<file path="src/rtl/psram_mon_pkg.sv">
package psram_mon_pkg;
  typedef enum logic [2:0] {
    MD_IDLE = 3'd0, MD_NODRV = 3'd1,
    MD_RD_W = 3'd2, MD_RD_L = 3'd3, MD_RD_H = 3'd4,
    MD_WR_W = 3'd5, MD_WR_L = 3'd6, MD_WR_H = 3'd7
  } bus_mode_e;

  localparam int unsigned NUM_ERR    = 6;
  localparam int unsigned E_CONTEND  = 0;
  localparam int unsigned E_WPULSE   = 1;
  localparam int unsigned E_CE2END   = 2;
  localparam int unsigned E_BE2END   = 3;
  localparam int unsigned E_RDADDR   = 4;
  localparam int unsigned E_ABNRD    = 5;

  function automatic logic is_read(bus_mode_e m);
    return (m == MD_RD_W) || (m == MD_RD_L) || (m == MD_RD_H);
  endfunction
endpackage

</file>
<file path="src/rtl/psram_mode_decode.sv">
module psram_mode_decode
  import psram_mon_pkg::*;
(
  input  logic      ce_n,
  input  logic      we_n,
  input  logic      oe_n,
  input  logic      ub_n,
  input  logic      lb_n,
  output bus_mode_e mode
);
  logic [1:0] lanes;
  assign lanes = {~ub_n, ~lb_n};

  always_comb begin
    mode = MD_IDLE;
    if (!ce_n && lanes != 2'b00) begin
      if (!we_n) begin
        unique case (lanes)
          2'b11:   mode = MD_WR_W;
          2'b01:   mode = MD_WR_L;
          default: mode = MD_WR_H;
        endcase
      end else if (!oe_n) begin
        unique case (lanes)
          2'b11:   mode = MD_RD_W;
          2'b01:   mode = MD_RD_L;
          default: mode = MD_RD_H;
        endcase
      end else begin
        mode = MD_NODRV;
      end
    end
  end
endmodule

</file>
<file path="src/rtl/psram_run_cnt.sv">
module psram_run_cnt #(
  parameter int W = 8
) (
  input  logic         clk,
  input  logic         rst_n,
  input  logic         active,
  output logic [W-1:0] now_v,
  output logic [W-1:0] prev_v
);
  always_comb begin
    if (!active)            now_v = '0;
    else if (prev_v == '1)  now_v = prev_v;
    else                    now_v = prev_v + 1'b1;
  end

  always_ff @(posedge clk) begin
    if (!rst_n) prev_v <= '0;
    else        prev_v <= now_v;
  end
endmodule

</file>
<file path="src/rtl/psram_write_timer.sv">
module psram_write_timer #(
  parameter int TW    = 12,
  parameter int T_PWE = 4,
  parameter int T_SCE = 5,
  parameter int T_BW  = 5
) (
  input  logic clk,
  input  logic rst_n,
  input  logic ce_n,
  input  logic we_n,
  input  logic ub_n,
  input  logic lb_n,
  output logic err_pulse,
  output logic err_ce,
  output logic err_be
);
  localparam logic [TW-1:0] PWE_C = TW'(T_PWE);
  localparam logic [TW-1:0] SCE_C = TW'(T_SCE);
  localparam logic [TW-1:0] BW_C  = TW'(T_BW);

  logic          any_be, in_wr, wr_end;
  logic [TW-1:0] ce_now, ce_prev, be_now, be_prev, wr_now, wr_prev;

  assign any_be = ~ub_n | ~lb_n;
  assign in_wr  = ~ce_n & ~we_n & any_be;

  psram_run_cnt #(.W(TW)) u_ce_run (.clk(clk), .rst_n(rst_n), .active(~ce_n),
                                    .now_v(ce_now), .prev_v(ce_prev));
  psram_run_cnt #(.W(TW)) u_be_run (.clk(clk), .rst_n(rst_n), .active(any_be),
                                    .now_v(be_now), .prev_v(be_prev));
  psram_run_cnt #(.W(TW)) u_wr_run (.clk(clk), .rst_n(rst_n), .active(in_wr),
                                    .now_v(wr_now), .prev_v(wr_prev));

  assign wr_end    = (wr_prev != '0) && !in_wr;
  assign err_pulse = wr_end && (wr_prev < PWE_C);
  assign err_ce    = wr_end && (ce_prev < SCE_C);
  assign err_be    = wr_end && (be_prev < BW_C);

  logic unused_now;
  assign unused_now = ^{ce_now, be_now, wr_now};
endmodule

</file>
<file path="src/rtl/psram_read_watch.sv">
module psram_read_watch #(
  parameter int AW    = 17,
  parameter int TW    = 12,
  parameter int T_RC  = 6,
  parameter int T_ABN = 1500
) (
  input  logic          clk,
  input  logic          rst_n,
  input  logic          ce_n,
  input  logic          we_n,
  input  logic          rd_mode,
  input  logic [AW-1:0] addr,
  output logic          err_rdaddr,
  output logic          err_abn
);
  localparam logic [TW-1:0] RC_C   = TW'(T_RC);
  localparam logic [TW-1:0] ABN_M1 = TW'(T_ABN - 1);

  logic [AW-1:0] addr_q;
  logic          addr_chg, rd_q, seq_en;
  logic [TW-1:0] st_now, st_q, rd_now, age_q, ab_nxt, ab_q, ch_now, ch_prev;

  function automatic logic [TW-1:0] sat_inc(logic [TW-1:0] v);
    return (v == '1) ? v : v + 1'b1;
  endfunction

  assign addr_chg = (addr != addr_q);
  assign seq_en   = ~ce_n & we_n;

  // address hold length, current cycle included
  assign st_now = addr_chg ? TW'(1) : sat_inc(st_q);

  // read hold length at the current address
  always_comb begin
    if (!rd_mode)                 rd_now = '0;
    else if (!rd_q || addr_chg)   rd_now = TW'(1);
    else                          rd_now = sat_inc(age_q);
  end

  psram_run_cnt #(.W(TW)) u_cehi_run (.clk(clk), .rst_n(rst_n), .active(ce_n),
                                      .now_v(ch_now), .prev_v(ch_prev));

  always_comb begin
    ab_nxt = ab_q;
    if (ce_n && ch_now >= RC_C)   ab_nxt = '0;
    else if (seq_en)              ab_nxt = (st_now >= RC_C) ? '0 : sat_inc(ab_q);
  end

  assign err_rdaddr = rd_mode && rd_q && addr_chg && (age_q < RC_C);
  assign err_abn    = seq_en && (st_now < RC_C) && (ab_q == ABN_M1);

  always_ff @(posedge clk) begin
    if (!rst_n) begin
      addr_q <= '0;
      st_q   <= '0;
      rd_q   <= 1'b0;
      age_q  <= '0;
      ab_q   <= '0;
    end else begin
      addr_q <= addr;
      st_q   <= st_now;
      rd_q   <= rd_mode;
      age_q  <= rd_now;
      ab_q   <= ab_nxt;
    end
  end

  logic unused_ch;
  assign unused_ch = ^ch_prev;
endmodule

</file>
<file path="src/rtl/psram_err_log.sv">
module psram_err_log #(
  parameter int NE    = 6,
  parameter int CNT_W = 16
) (
  input  logic             clk,
  input  logic             rst_n,
  input  logic [NE-1:0]    hit,
  input  logic             clear,
  output logic [NE-1:0]    sticky,
  output logic [CNT_W-1:0] count
);
  localparam logic [CNT_W:0] CAP = {1'b0, {CNT_W{1'b1}}};
  logic [CNT_W:0] sum;

  for (genvar i = 0; i < NE; i++) begin : g_flag
    always_ff @(posedge clk) begin
      if (!rst_n) sticky[i] <= 1'b0;
      else        sticky[i] <= (sticky[i] & ~clear) | hit[i];
    end
  end

  assign sum = {1'b0, count} + (CNT_W+1)'($countones(hit));

  always_ff @(posedge clk) begin
    if (!rst_n)          count <= '0;
    else if (sum > CAP)  count <= '1;
    else                 count <= sum[CNT_W-1:0];
  end
endmodule

</file>
<file path="src/rtl/psram_bus_monitor.sv">
module psram_bus_monitor
  import psram_mon_pkg::*;
#(
  parameter int AW    = 17,
  parameter int T_RC  = 6,
  parameter int T_PWE = 4,
  parameter int T_SCE = 5,
  parameter int T_BW  = 5,
  parameter int T_ABN = 1500,
  parameter int CNT_W = 16
) (
  input  logic               clk,
  input  logic               rst_n,
  input  logic               ce_n,
  input  logic               we_n,
  input  logic               oe_n,
  input  logic               ub_n,
  input  logic               lb_n,
  input  logic [AW-1:0]      addr,
  input  logic               drv_en,
  input  logic               err_clear,
  output logic [2:0]         mode,
  output logic [NUM_ERR-1:0] err_sticky,
  output logic [CNT_W-1:0]   viol_count
);
  localparam int TW = $clog2(T_ABN + T_RC + T_PWE + T_SCE + T_BW + 2);

  bus_mode_e          mode_e;
  logic               rd_mode;
  logic [NUM_ERR-1:0] hit;

  psram_mode_decode u_dec (
    .ce_n(ce_n), .we_n(we_n), .oe_n(oe_n), .ub_n(ub_n), .lb_n(lb_n), .mode(mode_e)
  );

  assign mode    = mode_e;
  assign rd_mode = is_read(mode_e);
  assign hit[E_CONTEND] = rd_mode & drv_en;

  psram_write_timer #(.TW(TW), .T_PWE(T_PWE), .T_SCE(T_SCE), .T_BW(T_BW)) u_wr (
    .clk(clk), .rst_n(rst_n), .ce_n(ce_n), .we_n(we_n), .ub_n(ub_n), .lb_n(lb_n),
    .err_pulse(hit[E_WPULSE]), .err_ce(hit[E_CE2END]), .err_be(hit[E_BE2END])
  );

  psram_read_watch #(.AW(AW), .TW(TW), .T_RC(T_RC), .T_ABN(T_ABN)) u_rd (
    .clk(clk), .rst_n(rst_n), .ce_n(ce_n), .we_n(we_n), .rd_mode(rd_mode),
    .addr(addr), .err_rdaddr(hit[E_RDADDR]), .err_abn(hit[E_ABNRD])
  );

  psram_err_log #(.NE(NUM_ERR), .CNT_W(CNT_W)) u_log (
    .clk(clk), .rst_n(rst_n), .hit(hit), .clear(err_clear),
    .sticky(err_sticky), .count(viol_count)
  );
endmodule

</file>
<file path="config.mk">
export PLATFORM = sky130hd
export DESIGN_NAME = psram_bus_monitor
export DESIGN_NICKNAME = d
export VERILOG_FILES = /design/src/rtl/psram_mon_pkg.sv /design/src/rtl/psram_mode_decode.sv /design/src/rtl/psram_run_cnt.sv /design/src/rtl/psram_write_timer.sv /design/src/rtl/psram_read_watch.sv /design/src/rtl/psram_err_log.sv /design/src/rtl/psram_bus_monitor.sv
export SDC_FILE = /design/constraint.sdc
export NUM_CORES = 1
export LEC_CHECK = 0
export ABC_AREA = 0
export BUFFER_PORTS_ARGS = -buffer_cell sky130_fd_sc_hd__clkbuf_2
export CORE_MARGIN = 2
export CORE_UTILIZATION = 45
export CTS_CLUSTER_DIAMETER = 150
export DETAILED_ROUTE_END_ITERATION = 7
export PLACE_DENSITY_LB_ADDON = 0.05
export SETUP_SLACK_MARGIN = 0.15
export SYNTH_ARGS = -nofsm -noshare
export SYNTH_HDL_FRONTEND = slang
export SYNTH_HIERARCHICAL = 1
export SYNTH_SLANG_ARGS = --single-unit
</file>
<file path="constraint.sdc">
create_clock -name clk -period 9 [get_ports clk]
set_clock_uncertainty 0.05 [all_clocks]
set_input_delay 0.45 -clock clk [delete_from_list [all_inputs] [get_ports clk]]
set_output_delay 0.45 -clock clk [all_outputs]
set_load 0.05 [all_outputs]
</file>
# == After elaboration in Yosys (flattened, before gate mapping) ==
# Index checks and enable logic that the tools add are counted.
# totals
ff_bits,117
in_bits,26
output_inout_bits,25
word_cells,118
# classes
addsub,13
n_lt_le_gt_ge,8
n_eq_ne,16
n_mux,14
n_bitwise,24
reduce_logical,26
# ops
cell,n
"equality test 11 bit, second input constant",8
"adder 11 x 1 -> 11 bit, second input constant",7
two-way mux 11 bit,6
"less-than comparator 11 x 3 -> 1 bit, second input constant",5
adder 17 bit,2
"greater-or-equal comparator 11 x 3 -> 1 bit, second input constant",2
adder 16 x 17 -> 17 bit,1
"greater-than comparator 17 x 16 -> 1 bit, second input constant",1
!= test 17 bit,1
two-way mux 16 bit,1
logical AND 1 bit,11
nonzero test 11 bit,1
bitwise AND 1 bit,10
two-way mux 3 bit,3
AND reduction 2 bit,4
inverter 1 bit,7
bitwise OR 1 bit,7
adder 1 x 1 -> 2 bit,3
"equality test 3 x 2 -> 1 bit, second input constant",2
case mux 3 bit (2 select lines),1
"!= test 2 x 1 -> 1 bit, second input constant",2
case mux 2 bit (2 select lines),1
OR reduction 2 bit,2
"equality test 3 bit, second input constant",1
7 further kinds,12

# == Depth between registers and ports, before layout ==
# logic_depth
ltp_word,17
ltp_mapped,16
ltp_nobuf,16

# == Hierarchy ==
# The synthesis kept the hierarchy.
# modules_own_cells
module,n_inst,cells_each,area_each_um2,seq_area_each_um2
psram_read_watch,1,275,2436.1,1021.0
psram_run_cnt,4,71,595.6,220.2
psram_err_log,1,114,1056.0,440.4
psram_write_timer,1,20,126.4,0.0
psram_mode_decode,1,10,66.3,0.0
psram_bus_monitor,1,4,31.3,0.0

# == Worst setup path after synthesis ==
# OpenSTA, ideal clock, no wires.
# synth_timing
path_type,input port to flip-flop
startpoint,input oe_n
endpoint,register u_log.count[14]
setup_ns,0.122
arrival_ns,5.002
t_required_ns,8.828
slack_ns,3.826
stages,13
path_buffers,0
path_cell_list,nand2b_1 a221oi_1 or3b_1 a21boi_2 fa_1 inv_1 fa_1 fa_1 fa_1 and2b_1 o21a_1 nand3_1 o311a_1
# synth_between
elab_cells_between_ends,19
cone_classes,add/sub (5); order compare (1); eq/ne (3); mux (4); bitwise (1); reduce/logical (5)
# synth_lines
element,line,rtl
start: declaration,psram_bus_monitor.sv:16,"input logic oe_n,"
two-way mux 3 bit (*),psram_mode_decode.sv:23,end else if (!oe_n) begin
two-way mux 3 bit (*),psram_mode_decode.sv:17,if (!we_n) begin
two-way mux 3 bit (*),psram_mode_decode.sv:16,if (!ce_n && lanes != 2'b00) begin
via mode[2],psram_bus_monitor.sv:22,"output logic [2:0] mode,"
equality test 3 x 2 -> 1 bit,psram_mon_pkg.sv:17,return (m == MD_RD_W) || (m == MD_RD_L) || (m == MD_RD_H);
logical OR 1 bit,psram_mon_pkg.sv:17,
logical OR 1 bit (*),psram_mon_pkg.sv:17,
bitwise AND 1 bit (*),psram_bus_monitor.sv:38,assign hit[E_CONTEND] = rd_mode & drv_en;
via hit[0],psram_bus_monitor.sv:30,logic [NUM_ERR-1:0] hit;
adder 1 x 1 -> 2 bit (implied by the code) (*),psram_err_log.sv:22,"assign sum = {1'b0, count} + (CNT_W+1)'($countones(hit));"
adder 17 bit (implied by the code) (*) (2 in a row),psram_err_log.sv:22,
adder 16 x 17 -> 17 bit (*),psram_err_log.sv:22,
greater-than comparator 17 x 16 -> 1 bit,psram_err_log.sv:26,else if (sum > CAP) count <= '1;
two-way mux 16 bit (*),psram_err_log.sv:26,
end signal: assignment,psram_err_log.sv:27,else count <= sum[CNT_W-1:0];
end: declaration,psram_err_log.sv:10,output logic [CNT_W-1:0] count
# Mark *: on every way through the listed nets, which the timed path passes. The rest lies on a longest branch.
# A chain may end at the register's enable or synchronous reset.

# == Worst setup path after layout ==
# layout_timing
startpoint,register u_rd.st_q[0]
endpoint,register u_log.count[1]
# layout_between
elab_chain_len,11
elab_cells_between_ends,12
cone_classes,add/sub (4); order compare (2); eq/ne (1); mux (3); reduce/logical (2)
# layout_lines
element,line,rtl
start: declaration,psram_read_watch.sv:21,"logic [TW-1:0] st_now, st_q, rd_now, age_q, ab_nxt, ab_q, ch_now, ch_prev;"
start signal: assignment,psram_read_watch.sv:61,st_q <= st_now;
adder 11 x 1 -> 11 bit / equality test 11 bit (equally long branches),psram_read_watch.sv:24,return (v == '1) ? v : v + 1'b1;
two-way mux 11 bit (*),psram_read_watch.sv:24,
two-way mux 11 bit (*),psram_read_watch.sv:31,assign st_now = addr_chg ? TW'(1) : sat_inc(st_q);
less-than comparator 11 x 3 -> 1 bit (*),psram_read_watch.sv:50,assign err_abn = seq_en && (st_now < RC_C) && (ab_q == ABN_M1);
logical AND 1 bit (*) (2 in a row),psram_read_watch.sv:50,
via hit[5],psram_bus_monitor.sv:30,
adder 1 x 1 -> 2 bit (implied by the code) (*),psram_err_log.sv:22,
adder 17 bit (implied by the code) (*),psram_err_log.sv:22,
adder 16 x 17 -> 17 bit (*),psram_err_log.sv:22,
greater-than comparator 17 x 16 -> 1 bit,psram_err_log.sv:26,
two-way mux 16 bit (*),psram_err_log.sv:26,
# Marked as above.

==> flow_summary.ini <==
[sta]
drv_slew = 0
finalSetupTns_ps = 0
max_clock_freq_mhz = 221
relSlewSlack_pct = 55.3
tightest_slew_ps = 671
fin_crit_sh_pct = 50.4
hold_viol = 0
setup_violations = 0
rsz0062_at_grt = false
min_period_ps = 4530

[clocking]
clkTransAtPathRegs_ps = 50
cts_tree = built
cts_root_buf = clkbuf_16
clkLatencyLatePin_ps = 410
h-tree-depth = 4
ctsLongestPathBuffers = 2
cts_resized = 0
cts_made_buffers = 17
cts.sinks = 117
post_cts.repair.setup_buffers = 0
holdBufCountCts = 0

[pwr]
pwr_density_cell_nw_per_um2 = 187
p_leak_nw = 2.72
vdd_drop_max_mv = 0.115

[critical_path]
crit_arrival_ps = 4810
rr_worst_depth = 15
crit_fanout = 12
reg2reg_slack_ps = 4470
crit_slowest_cell = fa_1
crit_buf_inv = 1
crit_family = adder cells
startpoint_type = register
cp-end-kind = register
reg2reg_to = u_log/count[1]
max_stage_delay_ps = 510
cp.required_ps = 9280
reg2reg_from = u_rd/st_q[0]
worstPathCellList = ha_1, nand3_1, o211ai_2, nor2_1, xor2_1, o31a_1, nor3_1, inv_1, fa_1, fa_1, fa_1, and2b_1, o21a_1, nand3_2, a21oi_1
cpMostUsedCell = fa_1
crit_type = register to register

[placed_design]
gp_routability_congestion = 0.864
placedCellCount = 884
dp_hpwl_mm = 8.86
portBuffers = 50

[routing]
postRouteWirelength_mm = 12.7
via_per_inst = 5.47
detail-route-antenna-nets = 0
vias = 5002
dr.pass1.iters = 5
wl_per_cell_um = 13.9
drt_iter0_markers = 280
drc = 0

[finish]
antennaDiodeCount = 0
area_growth_pct = 16.9
nets = 771
fillers = 1196
final_cells = 914
drive_gt1_share_pct = 15.8

[global_route]
grt_first_pass_wirelength_mm = 21.7
track_usage_pct = 18.7
grt-ovfl-total = 0
grt_max_degree = 35
first_global_vias = 4781
grt_antenna_before_repair = 0

[min_path]
min_to = u_rd/addr_q[16]
min_delay_path_depth = 2
min-delay-start = addr[16]
hold_class = input port to register

[floorplanning]
die-area_um2 = 14100
start_util_pct = 46.6
core_area_um2 = 12700
io_pins = 51
rows = 41
die_h_um = 119
die_width_um = 119

[synth]
syn_area_per_cell_um2 = 8.85
syn_area_um2 = 5930
synth.net_count = 710
yosys_warnings = 6
synth_cells = 670

[job]
cap_violations = 0

[run_status]
outcome = finished clean
-- state kept, by name, summed over array words and instances (netlist names) --
signal	flops
u_rd/age_q	11
u_rd/st_q	11
u_rd/ab_q	11
u_rd/rd_q	1
u_wr/u_wr_run/prev_v	11
u_wr/u_be_run/prev_v	11
u_rd/u_cehi_run/prev_v	11
u_wr/u_ce_run/prev_v	11
u_log/sticky	6
u_log/count	16
u_rd/addr_q	17
-- how the worst max path moves through the flow --
stage	slack (ps)	endpoint	start	depth (start not counted)
6_report	4470	u_log/count[1]	u_rd/st_q[0]	15
5_1_grt	4100	u_log/count[1]	u_rd/st_q[0]	15
4_1_cts	4440	u_log/count[1]	u_rd/st_q[0]	15
3_5_place_dp	4380	u_log/count[1]	ce_n	14
3_3_place_gp	4480	u_log/count[0]	ce_n	14
2_1_floorplan	3830	u_log/count[14]	oe_n	13
-- per-layer routing --
layer	GRT usage, %	up-vias	share of wire [%]	wire [µm]
met5	0	-	0	0
met4	9.52	0	2.1	269
met3	5.36	23	4.6	579
met2	30.3	113	47	5950
met1	22.6	2329	46	5880
li1	-	2537	-	-
-- where the power goes --
group | leakage [nW] | switching (mW) | internal [mW] | total, mW
Combinational | 1.48 | 0.0475 | 0.0262 | 0.0738
Sequential | 0.950 | 0.00767 | 0.529 | 0.537
Clock | 0.294 | 0.225 | 0.460 | 0.685
Total | 2.72 | 0.280 | 1.02 | 1.30
-- through the flow --
step	utilization, %	power (mW)	setup slack (ps)	hold slack [ps]	instance area, µm²
detailed placement	49.7	0.621	4380	442	6330
global route	54.5	1.34	4100	213	6940
CTS	54.5	1.31	4440	202	6940
finish	54.5	1.30	4470	218	6940
floorplan	-	0.596	3830	420	5930
global placement	49.7	0.620	4480	434	6330
-- placed cells by master (no fill, tap or decap), types with 8 or more instances in the layout --
| cell type | n |
|---|---|
| nand4_1 | 9 |
| nand2_1 | 40 |
| clkbuf_16 | 17 |
| and2_1 | 25 |
| ha_1 | 10 |
| o21ai_0 | 23 |
| nor2_1 | 90 |
| and3_1 | 19 |
| a21oi_1 | 48 |
| inv_1 | 20 |
| xor2_1 | 37 |
| o2111ai_1 | 8 |
| nor4_1 | 10 |
| clkbuf_2 | 50 |
| nand3_1 | 40 |
| dfxtp_1 | 117 |
| xnor2_1 | 22 |
| nor3_1 | 22 |
| mux2i_1 | 12 |
-- cell type report --
| cell class | count | area [µm²] | area share (%) |
|---|---|---|---|
| multi-input combinational | 523 | 3440 | 49.6 |
| sequential | 117 | 2340 | 33.8 |
| clock buffer | 22 | 484 | 6.98 |
| timing repair buffer | 50 | 250 | 3.61 |
| tap | 172 | 215 | 3.10 |
| clock inverter | 8 | 124 | 1.79 |
| inverter | 22 | 82.6 | 1.19 |
No activity file was read; power rests on OpenSTA's default activity.
